===== src/rtl/ptw_pkg.sv =====
package ptw_pkg;

  localparam int VA_W       = 32;
  localparam int DESC_W     = 32;
  localparam int L1_IDX_W   = 12;
  localparam int L2_IDX_W   = 8;
  localparam int AP_W       = 3;
  localparam int DOM_W      = 4;
  localparam int ATTR_W     = 5;
  localparam int KIND_W     = 2;

  localparam int SEC_OFF_W   = VA_W - L1_IDX_W;
  localparam int SMALL_OFF_W = SEC_OFF_W - L2_IDX_W;
  localparam int LARGE_OFF_W = SMALL_OFF_W + 4;
  localparam int TBL_ALIGN_W = L1_IDX_W + 2;

  typedef enum logic [1:0] {
    FLT_NONE  = 2'd0,
    FLT_L1    = 2'd1,
    FLT_SUPER = 2'd2,
    FLT_L2    = 2'd3
  } flt_e;

  typedef enum logic [1:0] {
    PG_SECTION = 2'd0,
    PG_LARGE   = 2'd1,
    PG_SMALL   = 2'd2
  } pg_size_e;

  typedef struct packed {
    flt_e              fault;
    logic [VA_W-1:0]   pa;
    logic [AP_W-1:0]   ap;
    logic [DOM_W-1:0]  dom;
    logic              glob;
    logic              xn;
    logic [ATTR_W-1:0] attr;
    pg_size_e          size;
  } walk_res_t;

endpackage


===== src/rtl/ptw_l1_decode.sv =====
module ptw_l1_decode
  import ptw_pkg::*;
(
  input  logic [DESC_W-1:0]    desc,
  input  logic [SEC_OFF_W-1:0] va_off,
  output logic                 is_ptr,
  output logic [VA_W-1:0]      l2_addr,
  output logic [DOM_W-1:0]     dom,
  output walk_res_t            res
);

  always_comb begin
    res     = '0;
    is_ptr  = 1'b0;
    dom     = desc[8:5];
    l2_addr = {desc[31:10], va_off[SEC_OFF_W-1:SMALL_OFF_W], 2'b00};
    unique case (desc[1:0])
      2'b01: begin
        is_ptr = 1'b1;
      end
      2'b10: begin
        if (desc[18]) begin
          res.fault = FLT_SUPER;
        end else begin
          res.fault = FLT_NONE;
          res.pa    = {desc[31:20], va_off};
          res.ap    = {desc[15], desc[11:10]};
          res.dom   = desc[8:5];
          res.glob  = ~desc[17];
          res.xn    = desc[4];
          res.attr  = {desc[14:12], desc[3], desc[2]};
          res.size  = PG_SECTION;
        end
      end
      default: begin
        res.fault = FLT_L1;
      end
    endcase
  end

endmodule


===== src/rtl/ptw_l2_decode.sv =====
module ptw_l2_decode
  import ptw_pkg::*;
(
  input  logic [DESC_W-1:0]      desc,
  input  logic [LARGE_OFF_W-1:0] va_off,
  input  logic [DOM_W-1:0]       dom,
  output walk_res_t              res
);

  logic unused_desc_bit;
  assign unused_desc_bit = desc[10];

  always_comb begin
    res = '0;
    if (desc[1:0] == 2'b00) begin
      res.fault = FLT_L2;
    end else begin
      res.fault = FLT_NONE;
      res.ap    = {desc[9], desc[5:4]};
      res.dom   = dom;
      res.glob  = ~desc[11];
      if (!desc[1]) begin
        res.pa   = {desc[31:LARGE_OFF_W], va_off};
        res.xn   = desc[15];
        res.attr = {desc[14:12], desc[3], desc[2]};
        res.size = PG_LARGE;
      end else begin
        res.pa   = {desc[31:SMALL_OFF_W], va_off[SMALL_OFF_W-1:0]};
        res.xn   = desc[0];
        res.attr = {desc[8:6], desc[3], desc[2]};
        res.size = PG_SMALL;
      end
    end
  end

endmodule


===== src/rtl/ptw_walker.sv =====
module ptw_walker
  import ptw_pkg::*;
(
  input  logic              clk,
  input  logic              rst,
  input  logic              req_valid,
  output logic              req_ready,
  input  logic [31:0]       req_va,
  input  logic [1:0]        req_kind,
  input  logic              req_priv,
  input  logic [31:0]       tbl_base,
  output logic              mem_req,
  output logic [31:0]       mem_addr,
  input  logic              mem_rvalid,
  input  logic [31:0]       mem_rdata,
  output logic              done,
  output logic [1:0]        fault,
  output logic [31:0]       res_pa,
  output logic [2:0]        res_ap,
  output logic [3:0]        res_dom,
  output logic              res_global,
  output logic              res_xn,
  output logic [4:0]        res_attr,
  output logic [1:0]        res_size,
  output logic [1:0]        res_kind,
  output logic              res_priv
);

  typedef enum logic [1:0] {
    ST_IDLE = 2'd0,
    ST_L1   = 2'd1,
    ST_L2   = 2'd2
  } walk_st_e;

  walk_st_e               state_q;
  logic [SEC_OFF_W-1:0]   va_q;
  logic [KIND_W-1:0]      kind_q;
  logic                   priv_q;
  logic [DOM_W-1:0]       dom_q;
  walk_res_t              res_q;

  logic                   l1_is_ptr;
  logic [VA_W-1:0]        l1_next_addr;
  logic [DOM_W-1:0]       l1_dom;
  walk_res_t              l1_res;
  walk_res_t              l2_res;
  logic [VA_W-1:0]        l1_addr;

  logic unused_base_bits;
  assign unused_base_bits = ^tbl_base[TBL_ALIGN_W-1:0];

  assign l1_addr = {tbl_base[VA_W-1:TBL_ALIGN_W], req_va[VA_W-1:SEC_OFF_W], 2'b00};

  ptw_l1_decode u_l1_dec (
    .desc    (mem_rdata),
    .va_off  (va_q),
    .is_ptr  (l1_is_ptr),
    .l2_addr (l1_next_addr),
    .dom     (l1_dom),
    .res     (l1_res)
  );

  ptw_l2_decode u_l2_dec (
    .desc    (mem_rdata),
    .va_off  (va_q[LARGE_OFF_W-1:0]),
    .dom     (dom_q),
    .res     (l2_res)
  );

  always_ff @(posedge clk) begin
    if (rst) begin
      state_q  <= ST_IDLE;
      va_q     <= '0;
      kind_q   <= '0;
      priv_q   <= 1'b0;
      dom_q    <= '0;
      res_q    <= '0;
      mem_req  <= 1'b0;
      mem_addr <= '0;
      done     <= 1'b0;
      res_kind <= '0;
      res_priv <= 1'b0;
    end else begin
      mem_req <= 1'b0;
      done    <= 1'b0;
      unique case (state_q)
        ST_IDLE: begin
          if (req_valid) begin
            va_q     <= req_va[SEC_OFF_W-1:0];
            kind_q   <= req_kind;
            priv_q   <= req_priv;
            mem_req  <= 1'b1;
            mem_addr <= l1_addr;
            state_q  <= ST_L1;
          end
        end
        ST_L1: begin
          if (mem_rvalid) begin
            if (l1_is_ptr) begin
              dom_q    <= l1_dom;
              mem_req  <= 1'b1;
              mem_addr <= l1_next_addr;
              state_q  <= ST_L2;
            end else begin
              res_q    <= l1_res;
              done     <= 1'b1;
              res_kind <= kind_q;
              res_priv <= priv_q;
              state_q  <= ST_IDLE;
            end
          end
        end
        ST_L2: begin
          if (mem_rvalid) begin
            res_q    <= l2_res;
            done     <= 1'b1;
            res_kind <= kind_q;
            res_priv <= priv_q;
            state_q  <= ST_IDLE;
          end
        end
        default: state_q <= ST_IDLE;
      endcase
    end
  end

  assign req_ready  = (state_q == ST_IDLE);
  assign fault      = res_q.fault;
  assign res_pa     = res_q.pa;
  assign res_ap     = res_q.ap;
  assign res_dom    = res_q.dom;
  assign res_global = res_q.glob;
  assign res_xn     = res_q.xn;
  assign res_attr   = res_q.attr;
  assign res_size   = res_q.size;

endmodule


===== config.mk =====
export PLATFORM = sky130hd
export DESIGN_NAME = ptw_walker
export DESIGN_NICKNAME = d
export VERILOG_FILES = /design/src/rtl/ptw_pkg.sv /design/src/rtl/ptw_l1_decode.sv /design/src/rtl/ptw_l2_decode.sv /design/src/rtl/ptw_walker.sv
export SDC_FILE = /design/constraint.sdc
export NUM_CORES = 1
export LEC_CHECK = 0
export BUFFER_PORTS_ARGS = -buffer_cell sky130_fd_sc_hd__buf_2
export CAP_MARGIN = 20
export CORE_ASPECT_RATIO = 1.1
export CORE_UTILIZATION = 45
export CTS_CLUSTER_DIAMETER = 200
export DETAILED_ROUTE_END_ITERATION = 16
export GPL_TIMING_DRIVEN = 0
export HOLD_SLACK_MARGIN = 0.05
export PLACE_DENSITY = 0.74
export SLEW_MARGIN = 10
export SYNTH_ARGS = -nofsm -noshare
export SYNTH_HDL_FRONTEND = slang
export SYNTH_SLANG_ARGS = --single-unit

===== constraint.sdc =====
create_clock -name clk -period 2.2 [get_ports clk]
set_clock_uncertainty 0.1 [all_clocks]
set_input_delay 0.33 -clock clk [delete_from_list [all_inputs] [get_ports clk]]
set_output_delay 0.33 -clock clk [all_outputs]
set_load 0.01 [all_outputs]

==> key figures, run 1 <==
Cells and area
  • Layout area overhead: 33.7%
  • Filler cell count: 992
  • Most common cell after layout, fill and taps aside: buf_2
  • Share of layout cells above drive strength 1: 41.5%
  • Register area: 0.00228 mm²
  • Design area: 0.00693 mm²
  • Area of the multi-input gates: 0.00258 mm²
  • Most frequent cells in the layout: buf_2 (185), dfxtp_1 (114), nor2_1 (58), nand2_1 (48), mux2i_1 (43)
  • Inserted Diodes: 0
  • Layout net count: 838

Global route
  • GRT Total Usage: 25.4%
  • GR Overflow Total: 0
  • Largest net degree at the start of global routing: 17
  • Global-route wire length before repair: 23.7 mm
  • Initial antenna violation count: 0
  • Number of global-route vias before repair: 4694

Timing
  • Final Max Slew Viols: 0
  • Period utilisation layout: 95.9%
  • Worst Max-Slew Pin Slew: 0.701 ns
  • Final hold vios: 0
  • Min cycle time layout: 2.11 ns
  • Max-slew headroom: 53.3%
  • Final setup vio count: 0
  • WHS: 0.0633 ns
  • Fmax: 474 MHz
  • Fin Setup TNS: 0 ns

Pwr
  • Power, Total: 7.07 mW
  • Maximum vdd drop: 0.529 mV
  • Leak: 3.12 nW
  • Power Dens Cells: 1020 mW/mm²

Drt
  • Initial DRC Count: 282
  • WL/cell: 17.2 µm
  • Vias/cell: 5.45
  • Via Count: 4832
  • Drt total wl: 15.2 mm
  • DRC: 0
  • Antenna Nets Post-Route: 0
  • Pre-antenna DRT Iters: 7

Setup path
  • Worst EP arrival: 2.30 ns
  • Crit path required time: 2.39 ns
  • Worst R2R Path Depth: 8
  • Reg2reg setup slack: 0.09 ns
  • Worst setup EP type: flop
  • Critical path launch point type: flop
  • CP Class: flop to flop
  • R2R Path Start: state_q[0]$_SDFFE_PP0P_
  • Largest fanout on the critical path: 10
  • R2R Path End: res_pa[28]$_SDFFE_PP0P_

Min path
  • Hold path endpoint: va_q[5]$_SDFFE_PP0P_
  • Min-delay src: req_va[5]
  • HP Class: input pin to flop
  • Hold Path Stages: 3

Synthesis
  • Mapped Area: 0.00518 mm²
  • Synth area leaders: dfxtp_1 (44%), mux2i_1 (8.3%), a211oi_2 (7.2%)
  • Yosys warns: 0
  • Synth area leader: dfxtp_1
  • FFs w/ async S/R, synth: 0%
  • Flops & latches, synth: 114
  • Post-synth EDFFs: 0
  • Cells after Synth: 532
  • Post-synth top area share: 44.0%
  • Prevailing post-synth register cell: dfxtp_1
  • Post-synth cell types: 46
  • Sequential area share after synthesis: 44.0%
  • Mapped Avg Cell Area: 9.75 µm²

Job
  • MaxCap Viol Count: 0

CTS
  • Clock Pin Slew Worst Setup and Hold Paths: 0.05 ns
  • Clk Latency, worst-skew pair: 0.41 ns
  • CTS tree: built
  • # clock sinks: 114
  • H-tree levels: 4
  • Root Buffer: clkbuf_16
  • Post-CTS setup buffers: 0
  • Clk buf depth: 2
  • TritonCTS buffer count: 17

Floorplanning
  • Initial core utilization: 46.9%
  • Die area: 0.0120 mm²
  • IO Pins: 191
  • Core Area: 0.0111 mm²
  • Die Y: 115 µm
  • Std cell rows: 40
  • Die width: 104 µm

Place
  • Hpwl dp: 11.3 mm
  • Port-buffer cells: 172
  • Placed Area: 0.00623 mm²
  • RD Place Congestion: 0.842

Outcome
  • Status: complete, no violations
[routing by layer]
metal / track usage, % / wire length, µm / vias up
li1: - / - / 2320
met1: 30.3 / 6410 / 2294
met2: 43.9 / 7620 / 196
met3: 5.46 / 909 / 22
met4: 11.4 / 296 / 0
met5: 0 / 0 / -
[worst max-delay path by stage]
stage | startpoint | end
floorplan | mem_rdata[1] | res_pa[17]$_SDFFE_PP0P_
global placement | mem_rdata[1] | res_pa[28]$_SDFFE_PP0P_
detailed placement | mem_rdata[1] | res_pa[5]$_SDFFE_PP0P_
CTS | state_q[0]$_SDFFE_PP0P_ | res_pa[5]$_SDFFE_PP0P_
global route | state_q[0]$_SDFFE_PP0P_ | res_pa[5]$_SDFFE_PP0P_
finish | state_q[0]$_SDFFE_PP0P_ | res_pa[28]$_SDFFE_PP0P_
[synthesized netlist by cell type (5+ instances only)]
cell type	n
dfxtp_1	114
ha_1	8
mux2i_1	43
a22oi_1	9
buf_6	7
buf_4	11
inv_1	6
buf_2	13
nor3_1	15
and4_1	26
clkbuf_1	19
a211oi_1	12
a31o_2	26
a211oi_2	30
nand2_1	48
a221oi_1	5
nor2_1	58
a21oi_1	38
nand3_1	6
[logic make-up after synthesis]
logic type	Yosys count	share of synthesized area (%)
mux	44	8.52
fa+ha+maj	8	1.93
other cells	1	0.0723
simple gates	168	16.4
flops	114	44.0
compound gates	137	22.5
buf+inv	60	6.52
[per-stage QoR]
| stage | setup slack (ns) | std cells | utilization (%) |
|---|---|---|---|
| after floorplan | 0.154 | 533 | - |
| after global placement | -0.195 | 852 | 56.4 |
| after detailed placement | -0.242 | 852 | 56.4 |
| after CTS | 0.0554 | 886 | 62.5 |
| after global routing | -0.00587 | 886 | 62.7 |
| final | 0.0899 | 886 | 62.7 |
[worst max-delay path, stage by stage, from the launching register on]
cell and delay, ns:
dfxtp_1 0.38, inv_1 0.10, ha_1 0.21, buf_4 0.18, and2b_1 0.23, nor2_1 0.24, nor2_4 0.10, buf_2 0.20
a31o_2 0.26
[sequential cells by signal (all words and copies together), names as in the netlist]
register    cells
fault           2
priv_q          1
mem_addr       30
res_attr        5
res_kind        2
done            1
res_ap          3
res_size        2
va_q           20
res_xn          1
res_pa         32
dom_q           4
res_priv        1
kind_q          2
state_q         2
res_dom         4
res_global      1
mem_req         1
[power breakdown]
part / total [mW] / switching (mW) / internal (mW) / leakage [nW]
sequential: 2.45 / 0.136 / 2.31 / 0.933
combinational: 1.62 / 0.952 / 0.667 / 1.88
clock: 3.00 / 0.918 / 2.09 / 0.315
total: 7.07 / 2.01 / 5.06 / 3.12
[timing repair]
| item | 4_1_cts | 5_1_grt |
|---|---|---|
| setup endpoints to repair | 0 | 35 |
| hold buffers | 3 | 0 |
| resized for setup | 0 | 6 |
| hold endpoints to repair | 3 | 0 |
[final cells by class]
type / count / area share, %
timing repair buffer: 175 / 12.9
sequential: 114 / 32.9
multi-input combinational: 359 / 37.3
clock inverter: 10 / 2.60
clock buffer: 21 / 6.79
buffer: 54 / 4.58
inverter: 6 / 0.325
tap: 147 / 2.65
Note: power is estimated with default switching activity, not from simulation.
==> run 2: changes to the inputs <==
Settings changed: CORE_UTILIZATION 45 to 37, CTS_BUF_LIST set to sky130_fd_sc_hd__clkbuf_4 sky130_fd_sc_hd__clkbuf_8 sky130_fd_sc_hd__clkbuf_16, PLACE_DENSITY 0.74 to not set, PLACE_DENSITY_LB_ADDON set to 0.3.
==> key figures, run 2 (synthesis gave the netlist of run 1 again) <==
Cells and area
  • Share of layout cells above drive strength 1: 41.4%
  • Most frequent cells in the layout: buf_2 (185), dfxtp_1 (114), nor2_1 (58), nand2_1 (48), mux2i_1 (43)
  • Final core utilization: 51.7%
  • Layout area overhead: 36.9%
  • Filler cell count: 1307
  • Largest register FFs: 32
  • Final std cells w/o fill: 937
  • Area of the multi-input gates: 0.00258 mm²
  • Most common cell after layout, fill and taps aside: buf_2
  • Layout net count: 847
  • Inserted Diodes: 0
  • Register area: 0.00228 mm²

Place
  • Placed cell count: 893
  • RD Place Congestion: 0.866
  • Port-buffer cells: 172
  • Hpwl dp: 12.0 mm

Drt
  • Antenna Nets Post-Route: 0
  • WL/cell: 17.1 µm
  • DRC: 0
  • Initial DRC Count: 195
  • Pre-antenna DRT Iters: 6
  • Drt total wl: 16.0 mm
  • Via Count: 4781
  • Vias/cell: 5.10

CTS
  • CTS tree: built
  • Clk Latency, worst-skew pair: 0.42 ns
  • Clk buf depth: 2
  • # clock sinks: 114
  • H-tree levels: 4
  • TritonCTS buffer count: 17
  • Clock Pin Slew Worst Setup and Hold Paths: 0.05 ns
  • Post-CTS setup buffers: 0
  • Root Buffer: clkbuf_16

Global route
  • Largest net degree at the start of global routing: 17
  • Number of global-route vias before repair: 4839
  • GRT Total Usage: 22.8%
  • Initial antenna violation count: 0
  • GR Overflow Total: 0
  • Global-route wire length before repair: 25.1 mm

Setup path
  • CP Class: flop to flop
  • R2R Path Start: state_q[1]$_SDFFE_PP0P_
  • Crit path required time: 2.37 ns
  • Worst R2R Path Depth: 6
  • Worst setup EP type: flop
  • Reg2reg setup slack: 0.12 ns
  • Largest fanout on the critical path: 10
  • R2R Path End: mem_addr[15]$_SDFFE_PP0P_
  • Worst EP arrival: 2.25 ns
  • Critical path launch point type: flop

Min path
  • HP Class: input pin to flop
  • Hold Path Stages: 3
  • Min-delay src: req_va[2]
  • Hold path endpoint: va_q[2]$_SDFFE_PP0P_

Pwr
  • Leak: 3.18 nW
  • Maximum vdd drop: 0.492 mV
  • Power Dens Cells: 1010 mW/mm²
  • Power, Total: 7.16 mW

Floorplanning
  • Std cell rows: 45
  • Die width: 115 µm
  • Core Area: 0.0137 mm²
  • IO Pins: 191
  • Initial core utilization: 37.7%
  • Die area: 0.0145 mm²
  • Die Y: 126 µm

Timing
  • Max-slew headroom: 52.0%
  • Min cycle time layout: 2.08 ns
  • RSZ-0062 raised after global routing: no
  • Final setup vio count: 0
  • Period utilisation layout: 94.7%
  • Final hold vios: 0
  • Final Max Slew Viols: 0
  • Fmax: 480 MHz
  • Worst Max-Slew Pin Slew: 0.721 ns

Outcome
  • Status: complete, no violations

Job
  • MaxCap Viol Count: 0
-- run 2: area by class of cell --
type / instances / area share (%)
multi-input combinational: 359 / 36.4
clock buffer: 25 / 7.46
tap: 188 / 3.31
sequential: 114 / 32.2
inverter: 6 / 0.317
buffer: 54 / 4.50
timing repair buffer: 184 / 13.8
clock inverter: 7 / 2.01
-- run 2: critical path, cell delays in order, from the launching register on --
cell and delay (ns):
dfxtp_1 0.31, inv_1 0.13, ha_1 0.33, nand3_2 0.28
a21oi_4 0.33, buf_2 0.34, a211oi_2 0.12
-- run 2: stage by stage --
step	instance area (µm²)	setup WS, ns	hold slack [ns]	setup TNS [ns]
after CTS	7080	0.0405	0.0503	0
after detailed placement	6280	-0.293	0.352	-16.29
after global routing	7100	0.00709	0.0522	0
after global placement	6280	-0.262	0.345	-11.03
final	7100	0.117	0.0585	0
after floorplan	5190	0.154	0.333	0
-- run 2: what timing repair did --
item                                    CTS  global route
endpoints found under the setup margin    0            36
gates resized for setup                   0            10
hold buffers                             12             0
hold endpoints to repair                 12             0
-- run 2: worst max-delay path by stage --
stage | startpoint | end | slack, ns | cells after the start
2_1_floorplan | mem_rdata[1] | res_pa[17]$_SDFFE_PP0P_ | 0.15 | 8
3_3_place_gp | mem_rdata[1] | fault[0]$_SDFFE_PP0P_ | -0.26 | 8
3_5_place_dp | mem_rdata[1] | fault[0]$_SDFFE_PP0P_ | -0.29 | 8
4_1_cts | state_q[0]$_SDFFE_PP0P_ | res_ap[0]$_SDFFE_PP0P_ | 0.04 | 7
5_1_grt | state_q[0]$_SDFFE_PP0P_ | res_pa[13]$_SDFFE_PP0P_ | 0.007 | 8
6_report | state_q[1]$_SDFFE_PP0P_ | mem_addr[15]$_SDFFE_PP0P_ | 0.12 | 6
-- run 2: metal layers --
layer | up-vias | track usage (%) | wire (µm)
met5 | - | 0 | 0
met4 | 0 | 11.0 | 447
met3 | 32 | 6.21 | 854
met2 | 134 | 38.5 | 7900
met1 | 2268 | 26.5 | 6780
li1 | 2347 | - | -
-- run 2: report_power, final --
part	total (mW)	switching (mW)	internal, mW
clock	3.08	0.959	2.12
combinational	1.63	0.956	0.678
sequential	2.45	0.138	2.31
